**src/rtl/srcal_pkg.sv**
```systemverilog
package srcal_pkg;

  typedef enum logic [3:0] {
    ST_IDLE,
    ST_SETTLE,
    ST_ARM,
    ST_POLL,
    ST_MOFF,
    ST_FOFF,
    ST_DIV1,
    ST_DIV2,
    ST_WRITE,
    ST_END
  } srcal_state_e;

endpackage

```
**src/rtl/srcal_timer.sv**
```systemverilog
module srcal_timer #(
  parameter int W = 12
) (
  input  logic         clk,
  input  logic         rst,
  input  logic         load_i,
  input  logic [W-1:0] val_i,
  output logic         tick_o
);

  logic [W-1:0] cnt_q;

  always_ff @(posedge clk) begin
    if (rst) begin
      cnt_q <= '0;
    end else if (load_i) begin
      cnt_q <= val_i;
    end else if (cnt_q != '0) begin
      cnt_q <= cnt_q - W'(1);
    end
  end

  assign tick_o = (cnt_q == W'(1));

endmodule

```
**src/rtl/srcal_div.sv**
```systemverilog
module srcal_div #(
  parameter int W = 44
) (
  input  logic         clk,
  input  logic         rst,
  input  logic         start_i,
  input  logic [W-1:0] dividend_i,
  input  logic [W-1:0] divisor_i,
  output logic         done_o,
  output logic [W-1:0] quot_o
);

  localparam int SW = $clog2(W + 1);

  logic [W-1:0]  rem_q;
  logic [W-1:0]  quo_q;
  logic [W-1:0]  dsr_q;
  logic [SW-1:0] steps_q;
  logic          run_q;
  logic          done_q;
  logic [W:0]    shifted;
  logic [W:0]    trial;

  always_comb begin
    shifted = {rem_q, quo_q[W-1]};
    trial   = shifted - {1'b0, dsr_q};
  end

  always_ff @(posedge clk) begin
    if (rst) begin
      rem_q   <= '0;
      quo_q   <= '0;
      dsr_q   <= '0;
      steps_q <= '0;
      run_q   <= 1'b0;
      done_q  <= 1'b0;
    end else begin
      done_q <= 1'b0;
      if (start_i) begin
        rem_q   <= '0;
        quo_q   <= dividend_i;
        dsr_q   <= divisor_i;
        steps_q <= SW'(W);
        run_q   <= 1'b1;
      end else if (run_q) begin
        if (!trial[W]) begin
          rem_q <= trial[W-1:0];
          quo_q <= {quo_q[W-2:0], 1'b1};
        end else begin
          rem_q <= shifted[W-1:0];
          quo_q <= {quo_q[W-2:0], 1'b0};
        end
        steps_q <= steps_q - SW'(1);
        if (steps_q == SW'(1)) begin
          run_q  <= 1'b0;
          done_q <= 1'b1;
        end
      end
    end
  end

  assign done_o = done_q;
  assign quot_o = quo_q;

endmodule

```
**src/rtl/srcal_seq.sv**
```systemverilog
module srcal_seq
  import srcal_pkg::*;
#(
  parameter int CLK_MHZ       = 100,
  parameter int SETTLE_US     = 1,
  parameter int POLL_US       = 10,
  parameter int TIMEOUT_US    = 200,
  parameter int WINDOW        = 1024,
  parameter int WIN_FIELD_W   = 24,
  parameter int CNT_W         = 24,
  parameter int REF_W         = 16,
  parameter int COEF_W        = 16,
  parameter int CODE_W        = 3,
  parameter int FALLBACK_CODE = 3,
  parameter int ROUND_DIV     = 1000
) (
  input  logic                   clk,
  input  logic                   rst,
  input  logic                   start_i,
  input  logic [CODE_W-1:0]      force_code_i,
  input  logic [REF_W-1:0]       ref_mhz_i,
  input  logic [COEF_W-1:0]      coef_i,
  input  logic                   meter_valid_i,
  input  logic [CNT_W-1:0]       meter_count_i,
  output logic [CODE_W:0]        ctrl_o,
  output logic                   frck_en_o,
  output logic                   meter_en_o,
  output logic [WIN_FIELD_W-1:0] meter_window_o,
  output logic                   done_o,
  output logic [CODE_W-1:0]      code_o,
  output logic                   timeout_o
);

  localparam int SETTLE_CYC = CLK_MHZ * SETTLE_US;
  localparam int POLL_CYC   = CLK_MHZ * POLL_US;
  localparam int NPOLLS     = TIMEOUT_US / POLL_US;
  localparam int TMR_W      = $clog2(SETTLE_CYC + POLL_CYC + 1);
  localparam int PN_W       = $clog2(NPOLLS + 1);
  localparam int WIN_W      = $clog2(WINDOW + 1);
  localparam int NUM_W      = REF_W + COEF_W + WIN_W;
  localparam int DIV_W      = NUM_W + 1;
  localparam int CODE_MAX   = (1 << CODE_W) - 1;

  srcal_state_e      state_q;
  logic              osc_q;
  logic [CODE_W-1:0] code_q;
  logic [CODE_W-1:0] code_calc_q;
  logic              frck_q;
  logic              meter_q;
  logic [WIN_FIELD_W-1:0] win_q;
  logic              done_q;
  logic              to_q;
  logic [CNT_W-1:0]  cnt_q;
  logic [REF_W-1:0]  ref_q;
  logic [COEF_W-1:0] coef_q;
  logic [PN_W-1:0]   poll_n_q;

  logic              tmr_load;
  logic [TMR_W-1:0]  tmr_val;
  logic              tmr_tick;
  logic              div_go_q;
  logic [DIV_W-1:0]  div_a_q;
  logic [DIV_W-1:0]  div_b_q;
  logic              div_done;
  logic [DIV_W-1:0]  div_q;
  logic [NUM_W-1:0]  numer;
  logic              accept_meas;
  logic              last_poll;

  assign numer = NUM_W'(ref_q) * NUM_W'(coef_q) * NUM_W'(WINDOW);
  assign accept_meas = (state_q == ST_IDLE) && start_i && (force_code_i == '0);
  assign last_poll   = (poll_n_q == PN_W'(NPOLLS - 1));

  always_comb begin
    tmr_load = 1'b0;
    tmr_val  = TMR_W'(POLL_CYC);
    if (accept_meas) begin
      tmr_load = 1'b1;
      tmr_val  = TMR_W'(SETTLE_CYC);
    end else if (state_q == ST_ARM) begin
      tmr_load = 1'b1;
    end else if (state_q == ST_POLL && tmr_tick && !meter_valid_i && !last_poll) begin
      tmr_load = 1'b1;
    end
  end

  srcal_timer #(.W(TMR_W)) u_timer (
    .clk    (clk),
    .rst    (rst),
    .load_i (tmr_load),
    .val_i  (tmr_val),
    .tick_o (tmr_tick)
  );

  srcal_div #(.W(DIV_W)) u_div (
    .clk        (clk),
    .rst        (rst),
    .start_i    (div_go_q),
    .dividend_i (div_a_q),
    .divisor_i  (div_b_q),
    .done_o     (div_done),
    .quot_o     (div_q)
  );

  always_ff @(posedge clk) begin
    if (rst) begin
      state_q     <= ST_IDLE;
      osc_q       <= 1'b0;
      code_q      <= '0;
      code_calc_q <= '0;
      frck_q      <= 1'b0;
      meter_q     <= 1'b0;
      win_q       <= '0;
      done_q      <= 1'b0;
      to_q        <= 1'b0;
      cnt_q       <= '0;
      ref_q       <= '0;
      coef_q      <= '0;
      poll_n_q    <= '0;
      div_go_q    <= 1'b0;
      div_a_q     <= '0;
      div_b_q     <= '0;
    end else begin
      done_q   <= 1'b0;
      div_go_q <= 1'b0;
      unique case (state_q)
        ST_IDLE: begin
          if (start_i) begin
            to_q <= 1'b0;
            if (force_code_i != '0) begin
              code_calc_q <= force_code_i;
              state_q     <= ST_WRITE;
            end else begin
              osc_q   <= 1'b1;
              ref_q   <= ref_mhz_i;
              coef_q  <= coef_i;
              state_q <= ST_SETTLE;
            end
          end
        end
        ST_SETTLE: begin
          if (tmr_tick) begin
            frck_q  <= 1'b1;
            win_q   <= WIN_FIELD_W'(WINDOW);
            state_q <= ST_ARM;
          end
        end
        ST_ARM: begin
          meter_q  <= 1'b1;
          poll_n_q <= '0;
          state_q  <= ST_POLL;
        end
        ST_POLL: begin
          if (tmr_tick) begin
            poll_n_q <= poll_n_q + PN_W'(1);
            if (meter_valid_i) begin
              cnt_q   <= meter_count_i;
              state_q <= ST_MOFF;
            end else if (last_poll) begin
              cnt_q   <= meter_count_i;
              to_q    <= 1'b1;
              state_q <= ST_MOFF;
            end
          end
        end
        ST_MOFF: begin
          meter_q <= 1'b0;
          state_q <= ST_FOFF;
        end
        ST_FOFF: begin
          frck_q <= 1'b0;
          if (cnt_q == '0) begin
            code_calc_q <= CODE_W'(FALLBACK_CODE);
            state_q     <= ST_WRITE;
          end else begin
            div_a_q  <= DIV_W'(numer);
            div_b_q  <= DIV_W'(cnt_q);
            div_go_q <= 1'b1;
            state_q  <= ST_DIV1;
          end
        end
        ST_DIV1: begin
          if (div_done) begin
            div_a_q  <= div_q + DIV_W'(ROUND_DIV / 2);
            div_b_q  <= DIV_W'(ROUND_DIV);
            div_go_q <= 1'b1;
            state_q  <= ST_DIV2;
          end
        end
        ST_DIV2: begin
          if (div_done) begin
            if (div_q > DIV_W'(CODE_MAX)) code_calc_q <= CODE_W'(CODE_MAX);
            else                          code_calc_q <= div_q[CODE_W-1:0];
            state_q <= ST_WRITE;
          end
        end
        ST_WRITE: begin
          code_q  <= code_calc_q;
          state_q <= ST_END;
        end
        ST_END: begin
          osc_q   <= 1'b0;
          done_q  <= 1'b1;
          state_q <= ST_IDLE;
        end
        default: state_q <= ST_IDLE;
      endcase
    end
  end

  assign ctrl_o         = {osc_q, code_q};
  assign code_o         = code_q;
  assign frck_en_o      = frck_q;
  assign meter_en_o     = meter_q;
  assign meter_window_o = win_q;
  assign done_o         = done_q;
  assign timeout_o      = to_q;

endmodule

```
**config.mk**
```make
export PLATFORM = sky130hd
export DESIGN_NAME = srcal_seq
export DESIGN_NICKNAME = d
export VERILOG_FILES = /design/src/rtl/srcal_pkg.sv /design/src/rtl/srcal_timer.sv /design/src/rtl/srcal_div.sv /design/src/rtl/srcal_seq.sv
export SDC_FILE = /design/constraint.sdc
export NUM_CORES = 1
export LEC_CHECK = 0
export BUFFER_PORTS_ARGS = -buffer_cell sky130_fd_sc_hd__buf_4
export CORE_MARGIN = 8
export CORE_UTILIZATION = 60
export CTS_CLUSTER_SIZE = 16
export DETAILED_ROUTE_END_ITERATION = 6
export PLACE_DENSITY = 0.78
export REMOVE_ABC_BUFFERS = 1
export SYNTH_ARGS = -nofsm -noshare
export SYNTH_HDL_FRONTEND = slang
export SYNTH_SLANG_ARGS = --single-unit
```
**constraint.sdc**
```tcl
create_clock -name clk -period 9.7 [get_ports clk]
set_clock_uncertainty 0.05 [all_clocks]
set_input_delay 0.97 -clock clk [delete_from_list [all_inputs] [get_ports clk]]
set_output_delay 0.97 -clock clk [all_outputs]
set_load 0.03 [all_outputs]
```
# Yosys cells after proc, flatten, opt, wreduce, memory -nomap -nowiden
# Cells that the tools add are included.
totals:
  in_bits: 63
  output_inout_bits: 35
  ff_bits: 317
  wordCells: 148
op_classes:
  mux: 57
  n_addsub: 5
  eq_ne: 24
  n_bitwise: 2
  n_reduce_logical: 34
  magnitude_cmp: 1
  multipliers: 1
op_table:
  columns: ["operator", "count"]
  rows:
  - ["two-way mux 44 bit", 7]
  - ["case mux 44 bit (2 select lines)", 2]
  - ["two-way mux 24 bit", 2]
  - ["subtractor 45 x 44 -> 45 bit", 1]
  - ["adder 44 x 9 -> 44 bit, second input constant", 1]
  - ["greater-than comparator 44 x 3 -> 1 bit, second input constant", 1]
  - ["two-way mux 4 bit", 9]
  - ["case mux 4 bit (9 select lines)", 1]
  - ["multiplier 16 x 16 -> 32 bit", 1]
  - ["logical NOT 24 bit", 1]
  - ["two-way mux 11 bit", 2]
  - ["two-way mux 1 bit", 18]
  - ["nonzero test 2 bit", 9]
  - ["equality test 4 x 3 -> 1 bit, second input constant", 4]
  - ["!= test 2 bit, second input constant", 8]
  - ["two-way mux 3 bit", 5]
  - ["two-way mux 6 bit", 2]
  - ["AND reduction 3 bit", 4]
  - ["equality test 11 x 1 -> 1 bit, second input constant", 1]
  - ["nonzero test 11 bit", 1]
  - ["subtractor 11 x 1 -> 11 bit, second input constant", 1]
  - ["two-way mux 10 bit", 1]
  - ["case mux 1 bit (2 select lines)", 5]
  - ["case mux 5 bit (2 select lines)", 1]
  - ["22 further kinds", 36]

# Longest topological paths before layout
# Gate-level depths: netlist (run 1).
logic_depth:
  word_depth: 8
  mapped_depth: 24
  depth_no_buf: 23

# By module
# From an unflattened synthesis (run 1), not the netlist that was laid out.
unflattened:
  hier_cells: 2999
  area_unflattened_um2: 24604.8
modules_own_cells:
  columns: ["mod", "instances", "cells_per_inst", "area_per_inst_um2"]
  rows:
  - ["srcal_seq", 1, 1870, 15356.0]
  - ["srcal_div", 1, 1052, 8597.0]
  - ["srcal_timer", 1, 77, 651.9]

# Worst setup path after synthesis (run 1)
# Ideal clock, no wire load.
synth_path:
  path_kind: "register to register"
  startpoint: "register coef_q[3]"
  endpoint: "register div_a_q[39]"
  synth_period_minus_slack_ps: 6417
  stages_incl_launch_ff: 22
  arrival_time_ps: 6289
  n_path_buf: 1
  setup_slack_ps: 3283
  required_ps: 9572
  cell_sequence: "dfxtp_1 -> clkbuf_1 -> nand2_1 -> fa_1 -> fa_1 -> fa_1 -> inv_1 -> fa_1 -> fa_1 -> inv_1 -> fa_1 -> inv_1 -> ha_1 -> a211o_1 -> nor3b_1 -> nand3_1 -> a221oi_1 -> o21ai_0 -> a221o_1 -> and2_1 -> o41a_1 -> nor3_1"
synth_between:
  elab_chain_cells: 3
synth_rtl:
  columns: ["element", "line_no", "rtl"]
  rows:
  - ["start: declaration", "srcal_seq.sv:55", "logic [COEF_W-1:0] coef_q;"]
  - ["start signal: assignment", "srcal_seq.sv:136", "coef_q <= coef_i;"]
  - ["multiplier 16 x 16 -> 32 bit", "srcal_seq.sv:70", "assign numer = NUM_W'(ref_q) * NUM_W'(coef_q) * NUM_W'(WINDOW);"]
  - ["two-way mux 44 bit", "srcal_seq.sv:172", "if (cnt_q == '0) begin"]
  - ["case mux 44 bit (2 select lines)", "srcal_seq.sv:126", "unique case (state_q)"]
  - ["end signal: assignment", "srcal_seq.sv:176", "div_a_q <= DIV_W'(numer);"]
  - ["end signal: assignment", "srcal_seq.sv:184", "div_a_q <= div_q + DIV_W'(ROUND_DIV / 2);"]
  - ["end: declaration", "srcal_seq.sv:62", "logic [DIV_W-1:0] div_a_q;"]
# Every way passes these cells. The select of a mux whose other input is x is not followed.
# A chain may end at the register's enable or synchronous reset.

# Final worst setup path (run 1)
layout_path:
  startpoint: "register ref_q[7]"
  endpoint: "register div_a_q[39]"
layout_between:
  elab_chain_cells: 3
layout_rtl:
  columns: ["element", "line_no", "rtl"]
  rows:
  - ["start: declaration", "srcal_seq.sv:54", "logic [REF_W-1:0] ref_q;"]
  - ["start signal: assignment", "srcal_seq.sv:135", "ref_q <= ref_mhz_i;"]
  - ["multiplier 16 x 16 -> 32 bit", "srcal_seq.sv:70", null]
  - ["two-way mux 44 bit", "srcal_seq.sv:172", null]
  - ["case mux 44 bit (2 select lines)", "srcal_seq.sv:126", null]
# Every way passes these cells. The select of a mux whose other input is x is not followed.

==> reports/qor.txt, run 1 <==
switch share -> 27.0%
Port Buffers -> 74
hold_sp -> div_b_q[15]
GPL Wtd Cong -> 0.883
DIE WIDTH -> 209 um
fin nets -> 3126
Post-synth EDFFs -> 0
CP max FO -> 17
synth warn -> 0
Max VDD drop -> 0.000161 V
worst reg2reg startpoint -> ref_q[7]
RSZ-0062 raised after global routing -> no
cts bufs inserted -> 34
Syn Inst Count -> 2763
postcts setup bufs -> 0
CTS tree -> yes
fraction of layout cells with a size suffix above 1 -> 6.14%
core box area -> 36600 sq um
sequential power share -> 43.7%
DR vias/cell -> 5.80
register area share after synthesis -> 24.8%
TritonRoute pass-1 iters -> 5
Std-Cell Rows -> 70
Starting DRT DRC Count -> 1403
post-CTS sizing -> 0
Netlist cell types -> 74
ANT cells -> 0
PwrDens -> 118 nW/um^2
Die Area -> 43700 sq um
WP data arrival -> 7.69 ns
cell area after layout -> 24100 sq um
Initial Util -> 61.0%
CP required -> 10.09 ns
GRT Overall Usage -> 24.3%
initial antenna violation count -> 0
launching element type of the critical path -> flop
detailed-route via count -> 18691
CTS H-tree depth -> 2
number of setup violations in the final report -> 0
fin crit share -> 75.2%
global-route wire length before repair -> 89900 um
Die H -> 209 um
placed wire-length estimate -> 39300 um
DR DRC count -> 0
min Tclk post-route -> 7.30 ns
CTS max path bufs -> 3
vias in the first global route -> 18517
fin util -> 65.7%
Final Hold Vio Count -> 0
I/O pin total -> 98
outcome -> complete, no violations
WL/cell -> 16.6 um
Min-Delay Path Class -> reg2reg
share of total power in the clock network -> 45.5%
Pleak -> 10.4 nW
CTS Hold Bufs -> 0
CP endpoint kind -> flop
clk_lat worst skew -> 0.54 ns
Logic pwr share -> 10.8%
Worst Max-Slew Pin Slew -> 1.18 ns
root buffer cell -> clkbuf_16
Area Overhead vs Synth -> 7.67%
asr flop ratio synth -> 0%
Synth Area per Inst -> 8.09 sq um
GRT overflow -> 0
CTS sink count -> 277
Post-synth top flop -> dfxtp_1
Netlist Area Pre-Place -> 22300 sq um
drt total wl -> 53500 um
clock transition at the registers of the reported paths -> 0.06 ns
Slew Viols, Final -> 0
worst setup path start -> ref_q[7]
Synth Register Bits -> 277
placed instance area -> 22900 sq um
largest net degree at the start of global routing -> 104
Max Clk Rate -> 137 MHz
slew margin rel. -> 19.0%
critical path type -> reg2reg
sw power -> 0.770 mW
Setup TNS -> 0 ns
max-cap viol count -> 0
hold_ws -> 0.399 ns
DRT antenna net count -> 0
Pint -> 2.08 mW
[per-stage QoR]
stage                     power, mW  instances  setup slack, ns
after CTS                      2.86       3222             2.48
after detailed placement       1.57       3165             2.61
after global routing           2.95       3222             2.17
final                          2.85       3222             2.40
after global placement         1.55       3165             2.75
after floorplan                1.45       2609             3.36
[final cells by class]
cell class                 count  area (sq um)
multi-input combinational   2059         15100
fill                        3044         12500
sequential                   277          5550
inverter                     273          1020
clock buffer                  48          1010
timing repair buffer          88           664
tap                          468           586
clock inverter                 9           121
[cell families after synthesis]
logic type | after synthesis | share of synthesized area [%]
adder cells (fa/ha/maj) | 330 | 25.0
multiplexers | 74 | 3.32
XOR/XNOR | 113 | 4.43
buffers and inverters | 449 | 8.15
flip-flops | 277 | 24.8
AO/OA/AOI/OAI | 472 | 12.6
other | 1 | 0.0168
AND/OR/NAND/NOR | 1047 | 21.7
[power by group through the flow]
stage | registers (mW) | logic, mW | clock network (mW)
6_report | 1.24 | 0.306 | 1.30
5_1_grt | 1.25 | 0.339 | 1.36
4_1_cts | 1.24 | 0.304 | 1.31
3_5_place_dp | 1.27 | 0.302 | 0
3_3_place_gp | 1.26 | 0.291 | 0
2_1_floorplan | 1.25 | 0.199 | 0
[flip-flops by register name (all words and copies together), names as in the netlist, 3 cells and up]
signal,cells
ref_q,16
code_o,3
state_q,4
div_b_q,24
u_div.steps_q,6
poll_n_q,5
cnt_q,24
div_a_q,44
u_timer.cnt_q,11
coef_q,16
code_calc_q,3
u_div.rem_q,44
u_div.quot_o,44
u_div.dsr_q,24
[worst max-delay path, stage by stage (launching register included)]
cell      delay (ns)
dfxtp_1         0.75
and2_1          0.25
fa_1            0.42
inv_1           0.09
fa_1            0.42
fa_1            0.52
inv_1           0.05
fa_1            0.46
fa_1            0.54
inv_1           0.05
fa_1            0.53
inv_1           0.04
ha_1            0.37
a211o_1         0.34
nor3b_1         0.18
nand3_1         0.18
a221oi_1        0.51
o21ai_0         0.26
a221o_1         0.44
and2_1          0.18
o41a_1          0.38
nor3_1          0.19
[Yosys cell counts (4+ instances only)]
cell type / instances / area, sq um
a31oi_1: 19 / 119
nand2_1: 404 / 1520
xnor2_1: 75 / 657
dfxtp_1: 277 / 5550
clkbuf_1: 130 / 488
nand3_1: 54 / 270
nand4_1: 22 / 138
o211ai_1: 18 / 135
or4_1: 8 / 60.1
or2_2: 8 / 50.1
nor2b_1: 12 / 75.1
a311oi_1: 14 / 123
a21boi_0: 4 / 30.0
nor2_1: 252 / 946
buf_1: 12 / 45.0
mux2i_1: 73 / 731
buf_4: 27 / 203
o21bai_1: 7 / 52.6
fa_1: 195 / 3900
inv_1: 273 / 1020
xor2_1: 38 / 333
o21a_1: 9 / 67.6
ha_1: 135 / 1690
a21oi_1: 236 / 1180
nor4_1: 31 / 194
buf_6: 4 / 45.0
a21o_1: 15 / 113
o22ai_1: 5 / 31.3
a2111oi_0: 4 / 35.0
and3_1: 15 / 93.8
or3_1: 12 / 75.1
nor3b_1: 7 / 52.6
a211oi_1: 21 / 158
and2_1: 122 / 763
o21ai_0: 85 / 425
nor3_1: 59 / 295
nand2b_1: 24 / 150
a32o_1: 4 / 40.0
[cells in the final DEF (no fill, tap or decap), types with 7 or more instances in the layout]
master / n
a311oi_1: 14
nand2b_1: 24
xnor2_1: 75
nand4_1: 22
nor3b_1: 7
ha_1: 135
a21oi_1: 235
conb_1: 23
and2_1: 122
fa_1: 195
mux2i_1: 73
nand3_1: 54
and3_1: 15
nand2_1: 404
o21ai_0: 85
or2_2: 8
clkbuf_8: 9
nor4_1: 31
nor2_1: 250
a21o_1: 15
xor2_1: 38
or3_1: 12
buf_4: 87
inv_1: 273
o211ai_1: 18
a31oi_1: 19
nor3_1: 57
clkbuf_16: 35
o21a_1: 9
nor2b_1: 11
o21bai_1: 7
dfxtp_1: 275
or4_1: 8
a211oi_1: 21
[final timing paths]
check,slack [ns],cells after the start,to
setup / recovery,2.40,21,div_a_q[39]
hold / removal,0.40,2,div_b_q[15]
setup reg to reg,2.40,21,div_a_q[39]
hold reg to reg,0.40,2,div_b_q[15]
[metal layers]
metal | vias up | GRT usage (%) | share of wire, %
li1 | 9011 | - | -
met1 | 9061 | 32.5 | 44
met2 | 517 | 40.6 | 48
met3 | 102 | 3.22 | 5.4
met4 | 0 | 7.61 | 2.6
met5 | - | 0 | 0
Power figures use the tool's default switching activity.
==> inputs of run 2 (changes only) <==
--- a/config.mk
+++ b/config.mk
@@ -7,10 +7,10 @@
 export LEC_CHECK = 0
 export BUFFER_PORTS_ARGS = -buffer_cell sky130_fd_sc_hd__buf_4
 export CORE_MARGIN = 8
-export CORE_UTILIZATION = 60
+export CORE_UTILIZATION = 58
 export CTS_CLUSTER_SIZE = 16
 export DETAILED_ROUTE_END_ITERATION = 6
-export PLACE_DENSITY = 0.78
+export PLACE_DENSITY = 0.79
 export REMOVE_ABC_BUFFERS = 1
 export SYNTH_ARGS = -nofsm -noshare
 export SYNTH_HDL_FRONTEND = slang
==> constraint.sdc (replaced) <==
create_clock -name clk -period 5.9 [get_ports clk]
set_clock_uncertainty 0.05 [all_clocks]
set_input_delay 0.59 -clock clk [delete_from_list [all_inputs] [get_ports clk]]
set_output_delay 0.59 -clock clk [all_outputs]
set_load 0.03 [all_outputs]
==> reports/qor.txt, run 2 (same netlist as run 1, synthesis figures left out) <==
Min-Delay Path Class -> in2reg
Die Area -> 45100 sq um (+3.2%)
most frequent cells in the layout -> nand2_1 (401), inv_1 (259), nor2_1 (250)
Pleak -> 11.1 nW (+7.3%)
DR vias/cell -> 5.79 (-0.24%)
CP endpoint kind -> flop
WL/cell -> 16.9 um (+1.5%)
fin util -> 67.0% (+1.3 points)
critical path's slowest cell -> fa_2
Std-Cell Rows -> 72 (+2.9%)
detailed-route via count -> 19751 (+5.7%)
fin crit share -> 105% (+30 points)
I/O pin total -> 98 (unchanged)
CTS max path bufs -> 3 (unchanged)
CP required -> 6.31 ns (-3.78 ns)
final worst slack -> -0.282 ns (-2.68 ns)
Setup TNS -> -1.08 ns (-1.08 ns)
fraction of layout cells with a size suffix above 1 -> 14.2% (+8.1 points)
clk_lat worst skew -> 0.56 ns (+0.02 ns)
cts bufs inserted -> 34 (unchanged)
Die H -> 212 um (+1.6%)
root buffer cell -> clkbuf_16
DIE WIDTH -> 212 um (+1.6%)
Power, Total -> 4.73 mW (+66%)
clock transition at the registers of the reported paths -> 0.06 ns (about the same)
initial antenna violation count -> 0 (unchanged)
TritonRoute pass-1 iters -> 6 (+1)
fin nets -> 3263 (+4.4%)
Max Clk Rate -> 162 MHz (+18%)
worst path cell trace -> and2_4, fa_1, inv_1, fa_1, fa_2, fa_1, inv_1, fa_1, inv_2, fa_2, inv_2, ha_4, a211o_1, nor3b_2, nand3_2, a221oi_4, o21ai_2, a221o_1, and2_1, o41a_1, nor3_1
core box area -> 38400 sq um (+4.8%)
CTS Hold Bufs -> 0 (unchanged)
WP data arrival -> 6.60 ns (-1.09 ns)
max incr delay on CP -> 0.57 ns (-0.18 ns)
critical path type -> reg2reg
RSZ-0062 raised after global routing -> yes
DRT antenna net count -> 0 (unchanged)
GPL Wtd Cong -> 0.913 (+3.3%)
most used cell, CP -> fa_1
final std cells w/o fill -> 3413 (+5.9%)
outcome -> complete, but fails checks
CP max FO -> 4 (-13)
Final Hold Vio Count -> 0 (unchanged)
launching element type of the critical path -> flop
Port Buffers -> 74 (unchanged)
failing checks -> negative setup slack
commonest non-fill, non-tap cell in the layout -> nand2_1
CP delay by family, top -> adder cells
largest net degree at the start of global routing -> 96 (-7.7%)
PwrDens -> 184 nW/um^2 (+55%)
DR DRC count -> 0 (unchanged)
Starting DRT DRC Count -> 1642 (+17%)
GRT overflow -> 0 (unchanged)
slew margin rel. -> 18.7% (-0.32 points)
Worst Max-Slew Pin Slew -> 1.22 ns (+0.0355 ns)
placed wire-length estimate -> 40900 um (+4.2%)
CTS H-tree depth -> 2 (unchanged)
min Tclk post-route -> 6.18 ns (-1.12 ns)
CTS sink count -> 277 (unchanged)
CTS tree -> yes
vias in the first global route -> 19709 (+6.4%)
Max VDD drop -> 0.000261 V (+62%)
Initial Util -> 58.2% (-2.8 points)
GRT Overall Usage -> 24.8% (+0.47 points)
ANT cells -> 0 (unchanged)
number of setup violations in the final report -> 7 (+7)
global-route wire length before repair -> 93700 um (+4.3%)
drt total wl -> 57600 um (+7.5%)
Buf+Inv Stages, Crit Path -> 4 (unchanged)
placed cells -> 3326 (+5.1%)
max-cap viol count -> 0 (unchanged)
Area Overhead vs Synth -> 15.1%
Slew Viols, Final -> 0 (unchanged)
==> run 2: cell types whose count changed in the layout (fill, tap and decap cells not counted), moves of 13 or more <==
cell,delta
buf_4,+108
dfxtp_1,-28
buf_6,+24
dfxtp_4,+15
inv_1,-14
inv_2,+14
dfxtp_2,+13
ha_1,-13
==> run 2: routing by layer <==
layer / vias up / track usage (%) / share of wire, %
li1: 9277 / - / -
met1: 9524 / 31.5 / 41
met2: 789 / 42.3 / 49
met3: 161 / 3.63 / 7.0
met4: 0 / 9.52 / 3.3
met5: - / 0 / 0
==> run 2: timing repair <==
action                     CTS  global route
buffers inserted            12            15
pin swaps                   61            73
setup endpoints to repair   16            17
gates cloned                 0             0
resized for setup           74           102
==> run 2: worst paths after layout <==
check                                  startpoint           to  slack (ns)  depth (start not counted)
worst min-delay path            meter_count_i[23]    cnt_q[23]        0.23                          3
worst min register to register        div_a_q[31]  div_a_q[31]        0.40                          2
worst max register to register          coef_q[6]  div_a_q[39]       -0.28                         21
worst max-delay path                    coef_q[6]  div_a_q[39]       -0.28                         21
==> run 2: per-stage QoR <==
stage | setup WS, ns | hold slack [ns] | area (sq um)
final | -0.282 | 0.230 | 25700
after detailed placement | -0.685 | 0.393 | 23800
after floorplan | -0.436 | 0.375 | 21600
after global routing | -0.449 | 0.215 | 25700
after CTS | -0.243 | 0.209 | 25300
after global placement | -0.599 | 0.388 | 23800
==> run 2: power by group <==
group / internal, mW / switching [mW]
clock: 1.23 / 0.892
combinational: 0.235 / 0.357
sequential: 1.92 / 0.0892
==> run 2: final cells by class <==
class                           instances  area, sq um
Tap cell                              518          648
Timing Repair Buffer                  225         1830
Multi-Input combinational cell       2059        15500
Sequential cell                       277         5630
Inverter                              273         1020
Clock buffer                           45          942
Fill cell                            3044        12700
Clock inverter                         16          188
==> run 2: worst register-to-register path, cell delays in order, from the launching register on <==
cell and delay, ns:
dfxtp_4 0.36, and2_4 0.16, fa_1 0.52, inv_1 0.05, fa_1 0.51, fa_2 0.45
fa_1 0.53, inv_1 0.06, fa_1 0.52, inv_2 0.06, fa_2 0.57, inv_2 0.05
ha_4 0.15, a211o_1 0.30, nor3b_2 0.18, nand3_2 0.15, a221oi_4 0.30, o21ai_2 0.10
a221o_1 0.37, and2_1 0.15, o41a_1 0.39, nor3_1 0.12
